### src/rtl/rsp_pkg.sv
package rsp_pkg;

    localparam int SYM_W       = 12;
    localparam int BYTE_W      = 8;
    localparam int HEAD_W      = SYM_W - BYTE_W;
    localparam int DATA_BYTES  = 2048;
    localparam int SPARE_BYTES = 64;
    localparam int TOTAL_BYTES = DATA_BYTES + SPARE_BYTES;
    localparam int ADDR_W      = $clog2(TOTAL_BYTES);
    localparam int LAST_POS    = 1374;

    typedef logic [SYM_W-1:0]  sym_t;
    typedef logic [BYTE_W-1:0] byte_t;
    typedef logic [ADDR_W-1:0] addr_t;

    // Byte-level view of one correction
    typedef struct packed {
        logic  bad;   // cannot be patched
        logic  two;   // touches two bytes
        addr_t a0;
        addr_t a1;
        byte_t v0;
        byte_t v1;
    } fix_t;

    typedef enum logic [2:0] {
        ST_IDLE,
        ST_RD0,
        ST_WR0,
        ST_RD1,
        ST_WR1
    } eng_st_e;

endpackage

### src/rtl/rsp_pos_map.sv
module rsp_pos_map
    import rsp_pkg::*;
(
    input  sym_t pos,
    input  sym_t pat,
    output fix_t fx
);

    logic [ADDR_W:0] half_w;
    logic [ADDR_W:0] lo_w;
    logic [ADDR_W:0] hi_w;
    logic            odd;
    logic            too_far;

    always_comb begin
        odd     = pos[0];
        // floor(3p/2) = p + floor(p/2)
        half_w  = (ADDR_W+1)'(pos) + (ADDR_W+1)'(pos >> 1);
        lo_w    = odd ? half_w : half_w - 1'b1;
        hi_w    = lo_w + 1'b1;
        too_far = (pos > SYM_W'(LAST_POS)) || (hi_w >= (ADDR_W+1)'(TOTAL_BYTES));

        fx.bad  = too_far;
        fx.two  = 1'b1;
        fx.a0   = lo_w[ADDR_W-1:0];
        fx.a1   = hi_w[ADDR_W-1:0];
        if (odd) begin
            fx.v0 = pat[SYM_W-1:HEAD_W];
            fx.v1 = {pat[HEAD_W-1:0], {(BYTE_W-HEAD_W){1'b0}}};
        end else begin
            fx.v0 = BYTE_W'(pat[SYM_W-1:BYTE_W]);
            fx.v1 = pat[BYTE_W-1:0];
        end

        if (pos == '0) begin
            // symbol 0 only carries eight real bits
            fx.bad = |pat[SYM_W-1:BYTE_W];
            fx.two = 1'b0;
            fx.a0  = '0;
            fx.v0  = pat[BYTE_W-1:0];
        end
    end

endmodule

### src/rtl/rsp_rmw_engine.sv
module rsp_rmw_engine
    import rsp_pkg::*;
(
    input  logic    clk,
    input  logic    rst_n,
    input  logic    start,
    input  logic    two,
    input  addr_t   a0,
    input  addr_t   a1,
    input  byte_t   v0,
    input  byte_t   v1,
    output logic    busy,
    output logic    fin,
    output addr_t   ram_addr,
    output logic    ram_rd_en,
    input  byte_t   ram_rdata,
    output logic    ram_wr_en,
    output byte_t   ram_wdata
);

    typedef struct packed {
        eng_st_e st;
        logic    two;
        addr_t   a0;
        addr_t   a1;
        byte_t   v0;
        byte_t   v1;
    } eng_t;

    eng_t eng_d, eng_q;

    always_comb begin
        eng_d     = eng_q;
        ram_rd_en = 1'b0;
        ram_wr_en = 1'b0;
        ram_addr  = eng_q.a0;
        ram_wdata = ram_rdata ^ eng_q.v0;
        fin       = 1'b0;
        unique case (eng_q.st)
            ST_IDLE: begin
                if (start) begin
                    eng_d.st  = ST_RD0;
                    eng_d.two = two;
                    eng_d.a0  = a0;
                    eng_d.a1  = a1;
                    eng_d.v0  = v0;
                    eng_d.v1  = v1;
                end
            end
            ST_RD0: begin
                ram_rd_en = 1'b1;
                eng_d.st  = ST_WR0;
            end
            ST_WR0: begin
                ram_wr_en = 1'b1;
                if (eng_q.two) begin
                    eng_d.st = ST_RD1;
                end else begin
                    eng_d.st = ST_IDLE;
                    fin      = 1'b1;
                end
            end
            ST_RD1: begin
                ram_rd_en = 1'b1;
                ram_addr  = eng_q.a1;
                eng_d.st  = ST_WR1;
            end
            ST_WR1: begin
                ram_wr_en = 1'b1;
                ram_addr  = eng_q.a1;
                ram_wdata = ram_rdata ^ eng_q.v1;
                eng_d.st  = ST_IDLE;
                fin       = 1'b1;
            end
            default: eng_d.st = ST_IDLE;
        endcase
        busy = (eng_q.st != ST_IDLE);
    end

    always_ff @(posedge clk or negedge rst_n) begin
        if (!rst_n) begin
            eng_q <= '{st: ST_IDLE, two: 1'b0, a0: '0, a1: '0, v0: '0, v1: '0};
        end else begin
            eng_q <= eng_d;
        end
    end

    // a write always follows a read of the same byte
    a_r10_wr_follows_rd: assert property (@(posedge clk) disable iff (!rst_n)
        ram_wr_en |-> ($past(ram_rd_en) && ($past(ram_addr) == ram_addr)));

    // every access stays inside the page buffer
    a_r6_addr_in_page: assert property (@(posedge clk) disable iff (!rst_n)
        (ram_rd_en || ram_wr_en) |-> (ram_addr < ADDR_W'(TOTAL_BYTES)));

endmodule

### src/rtl/rsp_page_track.sv
module rsp_page_track #(
    parameter  int MAX_CORR = 4,
    localparam int CNT_W    = $clog2(MAX_CORR + 1)
) (
    input  logic             clk,
    input  logic             rst_n,
    input  logic             offer,
    input  logic             bad,
    input  logic             last,
    input  logic             fin,
    output logic             grant,
    output logic [CNT_W-1:0] count,
    output logic             fail,
    output logic             done
);

    typedef struct packed {
        logic             open;
        logic [CNT_W-1:0] cnt;
        logic             fail;
        logic             done;
        logic             pend_last;
    } trk_t;

    trk_t             trk_d, trk_q;
    logic [CNT_W-1:0] base_cnt;
    logic             base_fail;

    always_comb begin
        // a fresh page starts from a clean slate
        base_cnt  = trk_q.open ? trk_q.cnt : '0;
        base_fail = trk_q.open && trk_q.fail;
        grant     = !bad && !base_fail && (base_cnt < CNT_W'(MAX_CORR));

        trk_d      = trk_q;
        trk_d.done = 1'b0;
        if (offer) begin
            trk_d.open = !last;
            trk_d.cnt  = base_cnt + CNT_W'(grant);
            trk_d.fail = base_fail || !grant;
            if (grant) begin
                trk_d.pend_last = last;
            end else begin
                trk_d.done = last;
            end
        end
        if (fin) begin
            trk_d.done      = trk_q.pend_last;
            trk_d.pend_last = 1'b0;
        end
    end

    always_ff @(posedge clk or negedge rst_n) begin
        if (!rst_n) begin
            trk_q <= '0;
        end else begin
            trk_q <= trk_d;
        end
    end

    assign count = trk_q.cnt;
    assign fail  = trk_q.fail;
    assign done  = trk_q.done;

    // the applied count never exceeds the budget
    a_r8_count_bounded: assert property (@(posedge clk) disable iff (!rst_n)
        count <= CNT_W'(MAX_CORR));

    // the failure flag only drops when a new correction is taken
    a_r9_fail_sticky: assert property (@(posedge clk) disable iff (!rst_n)
        $fell(fail) |-> $past(offer));

    // the count moves only on an accepted correction
    a_r11_count_on_accept: assert property (@(posedge clk) disable iff (!rst_n)
        (count != $past(count)) |-> $past(offer));

endmodule

### src/rtl/rs_sym_patcher.sv
module rs_sym_patcher
    import rsp_pkg::*;
#(
    parameter  int MAX_CORR = 4,
    localparam int CNT_W    = $clog2(MAX_CORR + 1)
) (
    input  logic              clk,
    input  logic              rst_n,
    input  logic              fix_valid,
    output logic              fix_ready,
    input  logic [SYM_W-1:0]  fix_pos,
    input  logic [SYM_W-1:0]  fix_pat,
    input  logic              fix_last,
    output logic [ADDR_W-1:0] ram_addr,
    output logic              ram_rd_en,
    input  logic [BYTE_W-1:0] ram_rdata,
    output logic              ram_wr_en,
    output logic [BYTE_W-1:0] ram_wdata,
    output logic              page_done,
    output logic              page_fail,
    output logic [CNT_W-1:0]  page_fixes
);

    fix_t fx;
    logic busy;
    logic fin;
    logic offer;
    logic grant;

    rsp_pos_map u_map (
        .pos (fix_pos),
        .pat (fix_pat),
        .fx  (fx)
    );

    assign fix_ready = !busy;
    assign offer     = fix_valid && fix_ready;

    rsp_page_track #(
        .MAX_CORR (MAX_CORR)
    ) u_track (
        .clk   (clk),
        .rst_n (rst_n),
        .offer (offer),
        .bad   (fx.bad),
        .last  (fix_last),
        .fin   (fin),
        .grant (grant),
        .count (page_fixes),
        .fail  (page_fail),
        .done  (page_done)
    );

    rsp_rmw_engine u_eng (
        .clk       (clk),
        .rst_n     (rst_n),
        .start     (offer && grant),
        .two       (fx.two),
        .a0        (fx.a0),
        .a1        (fx.a1),
        .v0        (fx.v0),
        .v1        (fx.v1),
        .busy      (busy),
        .fin       (fin),
        .ram_addr  (ram_addr),
        .ram_rd_en (ram_rd_en),
        .ram_rdata (ram_rdata),
        .ram_wr_en (ram_wr_en),
        .ram_wdata (ram_wdata)
    );

    // no new correction is taken while RAM traffic is in flight
    a_r10_busy_blocks_input: assert property (@(posedge clk) disable iff (!rst_n)
        (ram_rd_en || ram_wr_en) |-> !fix_ready);

    // the done pulse appears only with the engine idle
    a_r10_done_when_idle: assert property (@(posedge clk) disable iff (!rst_n)
        page_done |-> fix_ready);

endmodule

### config.mk
export PLATFORM = sky130hd
export DESIGN_NAME = rs_sym_patcher
export DESIGN_NICKNAME = d
export VERILOG_FILES = /design/src/rtl/rsp_pkg.sv /design/src/rtl/rsp_pos_map.sv /design/src/rtl/rsp_rmw_engine.sv /design/src/rtl/rsp_page_track.sv /design/src/rtl/rs_sym_patcher.sv
export SDC_FILE = /design/constraint.sdc
export NUM_CORES = 1
export LEC_CHECK = 0
export BUFFER_PORTS_ARGS = -buffer_cell sky130_fd_sc_hd__buf_2
export CORE_MARGIN = 2
export CORE_UTILIZATION = 53
export DETAILED_ROUTE_END_ITERATION = 16
export HOLD_SLACK_MARGIN = 0.05
export PLACE_DENSITY = 0.76
export SLEW_MARGIN = 20
export SYNTH_ARGS = -nofsm -noshare
export SYNTH_HDL_FRONTEND = slang
export SYNTH_HIERARCHICAL = 1
export SYNTH_SLANG_ARGS = --single-unit
### constraint.sdc
create_clock -name clk -period 1.9 [get_ports clk]
set_input_delay 0.57 -clock clk [delete_from_list [all_inputs] [get_ports clk]]
set_output_delay 0.57 -clock clk [all_outputs]
set_load 0.005 [all_outputs]
==> reports/results.tsv, run 1 <==
stage	metric	value	unit
final_layout	register area	1280	um2
synth	Post-synth ARST share	100	%
synth	Synth top cells by count	dfrtp_1, mux2_2, nor2_1	
floorplan	starting density of the core	53.8	%
critical_path	crit path cell chain	buf_8 > ha_4 > fa_2 > inv_2 > ha_4 > nor2b_4 > o2111a_2 > buf_6 > nor4_4 > o211ai_1 > o21ba_4 > o2111ai_4 > buf_6 > a2111o_1 > o2bb2ai_4 > nor2_4 > and3b_2 > inv_2 > nor2_4 > buf_6 > buf_12 > mux2_2	
grt	total track usage	29.7	%
drt	# DRC	0	
synth	synthesis-stage register bit count	51	
floorplan	Core Box Area	8590	um2
critical_path	most used cell, CP	buf_6	
clock_network	Skew-Pair Late Insertion Delay	310	ps
final_layout	area of the multi-input gates	3620	um2
drt	Post-DRT Antenna Nets	0	
critical_path	RR Endpoint	u_eng/eng_q[35]	
critical_path	slowest stage delay, CP	590	ps
sta	Slew @ Worst Pin	609	ps
grt	grt total ovfl	0	
synth	post-synthesis cell type count	75	
clock_network	Reg clk slew, reported paths	90	ps
grt	largest net degree at the start of global routing	30	
clock_network	Root Buffer	clkbuf_8	
floorplan	DIE HEIGHT	97.4	um
power_and_ir_drop	VDD IR max	0.546	mV
placement	IO buf count	63	
synth	post-synthesis sequential area ratio	27.6	%
clock_network	CTS sink cnt	51	
status	failing checks	negative setup slack	
sta	Final setup viols	70	
floorplan	DIE AREA	9490	um2
critical_path	CP Max Fanout	7	
critical_path	Worst Setup Start Kind	primary input	
power_and_ir_drop	P_leak	0.00311	uW
synth	number of synthesis warnings	6	
drt	Pre-antenna DRT Iters	6	
critical_path	Worst Setup SP	fix_pos[0]	
drt	Post-Route WL	16.1	mm
sta	Min Hold Slack	98.7	ps
synth	mapped cell area	4630	um2
sta	Setup Skew	5.72	ps
sta	Slew headroom	59.1	%
synth	area leader, netlist	dfrtp_1	
floorplan	I/O pins	64	
synth	most common cell in the synthesized netlist	dfrtp_1	
synth	ys flop type	dfrtp_1	
critical_path	reg2reg path depth	8	
sta	f_max	0.218	GHz
synth	synth top area cells	dfrtp_1, mux2_2, ha_1	
sta	post-layout min period	4580	ps
placement	Final HPWL DP	9.32	mm
clock_network	Hold Buf Count CTS	0	
critical_path	crit path kind	primary input to register	
critical_path	flop-to-flop setup slack	-260	ps
synth	cell count after synthesis	488	
critical_path	Critical Path End	u_eng/eng_q[35]	
floorplan	die width	97.4	um
drt	via total after detailed routing	4796	
clock_network	clock buffer count from CTS	5	
synth	Yosys top cell area share	27.6	%
placement	GP Congestion	0.818	
sta	Final Hold Fails	0	
drt	initial DRC count	401	
clock_network	CTS tree	done	
clock_network	CTS max path bufs	2	
critical_path	Reg2Reg Launch Point	u_eng/eng_q[42]	
final_layout	# diodes	0	
synth	syn avg cell area	9.48	um2
power_and_ir_drop	pwr dens	1060	nW/um2
critical_path	CP arrival	4780	ps
sta	Worst Setup Slack, final	-2680	ps
sta	Slew Limit Fails	0	
critical_path	slowest stage cell, crit path	fa_2	
status	status	finished with violations	
synth	Post-synth EDFFs	0	
drt	vias per cell	6.20	
critical_path	crit end category	register	
grt	number of global-route vias before repair	4787	
sta	RSZ-0062 raised after global routing	yes	
final_layout	Synth-to-Final Area Change	47.0	%
run	max-cap violations	0	
drt	WL/cell	20.8	um
hold_path	Min-Delay Path Class	primary input to async pin	
grt	antenna violations before repair	0	
sta	Setup TNS	-134140	ps
sta	fin crit share	241	%
floorplan	Core Rows	34	
grt	first-pass GRT wire length	23.1	mm
final_layout	share of cells above drive strength 1	50.9	%
synth	syn nets	553	
critical_path	data required time of the worst path	2100	ps
final_layout	FILL cells	494	
final_layout	Net count, final	731	
clock_network	H-tree Lvls	2	
==> per-layer routing <==
metal	wire, um	track usage (%)
met5	0	0
met4	658	13.2
met3	846	4.03
met2	8310	51.9
met1	6310	36.4
==> through the flow <==
stage	setup WS (ps)	std cells	util (%)	cell area, um2	total power [uW]
6_report	-2680	774	79.2	6800	7210
5_1_grt	-2810	774	79.2	6800	7530
4_1_cts	-2520	767	76.2	6550	6580
3_5_place_dp	-2950	741	68.2	5860	5110
3_3_place_gp	-2830	741	68.2	5860	4930
2_1_floorplan	-2490	488	-	4750	3860
==> power breakdown <==
| group | internal, uW | total, uW | switching, uW |
|---|---|---|---|
| combinational | 2590 | 4460 | 1860 |
| clock | 253 | 644 | 391 |
| sequential | 1570 | 2100 | 530 |
==> cell families after synthesis <==
family / count (synthesis) / share of synthesized area [%]
simple gates: 153 / 18.5
buf+inv: 53 / 5.95
flops: 51 / 27.6
compound gates: 108 / 18.9
mux: 62 / 14.7
xor+xnor: 32 / 6.38
fa+ha+maj: 29 / 8.00
==> worst max-delay path, delay by kind of cell <==
family,cells,cell delay [ps]
compound gates,6,1360
mux,1,340
simple gates,5,830
fa+ha+maj,3,900
buf+inv,7,780
==> how the worst min path moves through the flow <==
| stage | startpoint | to | slack, ps | cells past startpoint |
|---|---|---|---|---|
| CTS | rst_n | u_track/count[1] | 90 | 1 |
| global route | rst_n | u_track/count[1] | 100 | 1 |
| floorplan | rst_n | u_eng/eng_q[0] | 270 | 0 |
| detailed placement | rst_n | u_track/count[1] | 430 | 1 |
| finish | rst_n | u_track/count[1] | 100 | 1 |
| global placement | rst_n | u_track/count[2] | 430 | 1 |
==> cell usage in the layout (no fill, tap or decap), types with 21 or more instances in the layout <==
cell type  instances
mux2_4            26
mux2_2            21
buf_6             28
inv_1             21
buf_2             48
ha_1              24
nor2_1            38
dfrtp_1           48
nand2_1           26
buf_4            112
==> state kept, by name (all words and copies together) (netlist names) <==
| name | cells |
|---|---|
| u_track/done | 1 |
| u_eng/eng_q | 44 |
| u_track/fail | 1 |
| u_track/count | 3 |
| u_track/trk_q | 2 |
==> timing repair <==
item                                    4_1_cts  5_1_grt
endpoints found under the setup margin       70       70
gates resized for setup                      87       49
setup buffers                                13        7
pin swaps                                    22       18
gates cloned                                  6        0
==> area by class of cell <==
class,instances,share of cell area (%)
multi-input combinational,386,53.2
timing repair buffer,198,23.5
clock buffer,5,1.01
tap,108,1.99
clock inverter,2,0.202
sequential,51,18.8
inverter,24,1.32
No activity file was read; power rests on OpenSTA's default activity.
==> run 2: changes to the inputs <==
- SETUP_SLACK_MARGIN: default -> 0.3
==> reports/results.tsv, run 2 (synthesis gave the netlist of run 1 again) <==
stage	metric	value	unit
final_layout	share of cells above drive strength 1	53.2	%
floorplan	DIE AREA	9490	um2
final_layout	biggest regs	u_eng/eng_q: 44 flops, u_track/count: 3 flops, u_track/trk_q: 2 flops	
drt	initial DRC count	451	
drt	WL/cell	22.9	um
sta	Final Hold Fails	0	
clock_network	Reg clk slew, reported paths	110	ps
power_and_ir_drop	P_leak	0.00317	uW
floorplan	starting density of the core	53.8	%
final_layout	commonest non-fill, non-tap cell in the layout	buf_4	
final_layout	FILL cells	429	
drt	vias per cell	6.38	
critical_path	flop-to-flop setup slack	-340	ps
sta	Min Hold Slack	201	ps
sta	Setup TNS	-136310	ps
critical_path	RR Endpoint	u_eng/eng_q[36]	
drt	# DRC	0	
sta	Slew @ Worst Pin	515	ps
power_and_ir_drop	pwr dens	1080	nW/um2
critical_path	Reg2Reg Launch Point	u_eng/eng_q[42]	
floorplan	die width	97.4	um
clock_network	Root Buffer	clkbuf_8	
status	status	finished with violations	
sta	f_max	0.215	GHz
hold_path	Min-Delay Path Class	primary input to async pin	
clock_network	H-tree Lvls	2	
critical_path	slowest stage delay, CP	530	ps
final_layout	max reg flops	44	
placement	Final HPWL DP	9.02	mm
run	max-cap violations	0	
sta	Slew headroom	65.5	%
drt	Pre-antenna DRT Iters	5	
critical_path	crit path kind	primary input to register	
critical_path	crit path cell chain	buf_8 > ha_4 > fa_2 > inv_2 > ha_4 > nand3b_1 > nor4_4 > buf_4 > o22a_1 > o211ai_1 > o21ba_4 > o2111ai_4 > or4b_1 > a31oi_2 > o2bb2ai_2 > nor2_2 > and3b_2 > inv_2 > nor2_4 > buf_6 > buf_12 > mux2_4	
floorplan	Core Box Area	8590	um2
drt	via total after detailed routing	5018	
clock_network	CTS tree	done	
clock_network	Skew-Pair Late Insertion Delay	320	ps
critical_path	Worst Setup SP	fix_pos[1]	
critical_path	reg2reg path depth	9	
grt	number of global-route vias before repair	4831	
critical_path	CP Max Fanout	8	
sta	Slew Limit Fails	0	
drt	Post-DRT Antenna Nets	0	
sta	RSZ-0062 raised after global routing	yes	
final_layout	largest register by flop count	u_eng/eng_q	
floorplan	DIE HEIGHT	97.4	um
final_layout	# diodes	0	
grt	largest net degree at the start of global routing	33	
critical_path	Buf+Inv Stages, Crit Path	6	
clock_network	CTS sink cnt	51	
critical_path	Top Family by Delay on Critical Path	simple AND/OR/NAND/NOR gates	
critical_path	data required time of the worst path	2110	ps
floorplan	I/O pins	64	
floorplan	Core Rows	34	
critical_path	slowest stage cell, crit path	or4b_1	
sta	post-layout min period	4650	ps
status	failing checks	negative setup slack	
sta	Final setup viols	71	
critical_path	Worst Setup Start Kind	primary input	
critical_path	CP arrival	4860	ps
sta	Setup Skew	6.68	ps
clock_network	Hold Buf Count CTS	0	
final_layout	fin area	7060	um2
grt	total track usage	31.3	%
power_and_ir_drop	VDD IR max	0.994	mV
clock_network	CTS max path bufs	2	
final_layout	Net count, final	742	
clock_network	clock buffer count from CTS	5	
final_layout	most frequent cells in the layout	buf_4, dfrtp_1, buf_2	
grt	antenna violations before repair	0	
placement	pre-CTS setup slack	-2920	ps
sta	Worst Setup Slack, final	-2750	ps
final_layout	Synth-to-Final Area Change	52.6	%
placement	area post-placement	5930	um2
placement	GP Congestion	0.840	
critical_path	crit end category	register	
grt	first-pass GRT wire length	23.9	mm
placement	IO buf count	63	
sta	fin crit share	245	%
drt	Post-Route WL	18.0	mm
grt	grt total ovfl	0	
-- run 2: cell types whose count changed in the layout (fill, tap and decap cells not counted), sizes merged --
cell / change
buf: +13
clkinvlp: +1
or3b: -2
-- run 2: repair_timing --
| action | CTS | global route |
|---|---|---|
| gates cloned | 4 | 0 |
| setup buffers | 24 | 13 |
| setup endpoints to repair | 72 | 72 |
| resized for setup | 86 | 50 |
| pin swaps | 29 | 24 |
-- run 2: power by group --
part	switching, uW	internal (uW)
Sequential	567	1570
Combinational	2090	2700
Clock	419	265
-- run 2: layout make-up --
cell class | instances | area [um2] | area share [%]
Multi-Input combinational cell | 384 | 3690 | 52.3
Timing Repair Buffer | 211 | 1780 | 25.2
Sequential cell | 51 | 1280 | 18.1
Tap cell | 108 | 135 | 1.91
Inverter | 24 | 90.1 | 1.28
Clock buffer | 5 | 68.8 | 0.974
Clock inverter | 3 | 25.0 | 0.354
-- run 2: worst max-delay path by stage --
| stage | cells after the start | endpoint |
|---|---|---|
| floorplan | 18 | u_eng/eng_q[10] |
| global placement | 21 | u_eng/eng_q[19] |
| detailed placement | 19 | u_eng/eng_q[13] |
| CTS | 22 | u_eng/eng_q[40] |
| global route | 20 | u_eng/eng_q[40] |
| finish | 22 | u_eng/eng_q[40] |
-- run 2: metal layers --
layer  vias up  GRT usage, %  wire (um)
met4         0          12.1       1310
met2       336          57.8       9180
met1      2419          36.4       6180
met5         -             0          0
met3       117          4.39       1330
li1       2146             -          -
-- run 2: through the flow --
stage	utilization [%]	power, uW	instances
after floorplan	-	4060	488
after global placement	69.0	5100	737
after detailed placement	69.0	5270	737
after CTS	78.1	6750	773
after global routing	82.2	7890	786
final	82.2	7600	786
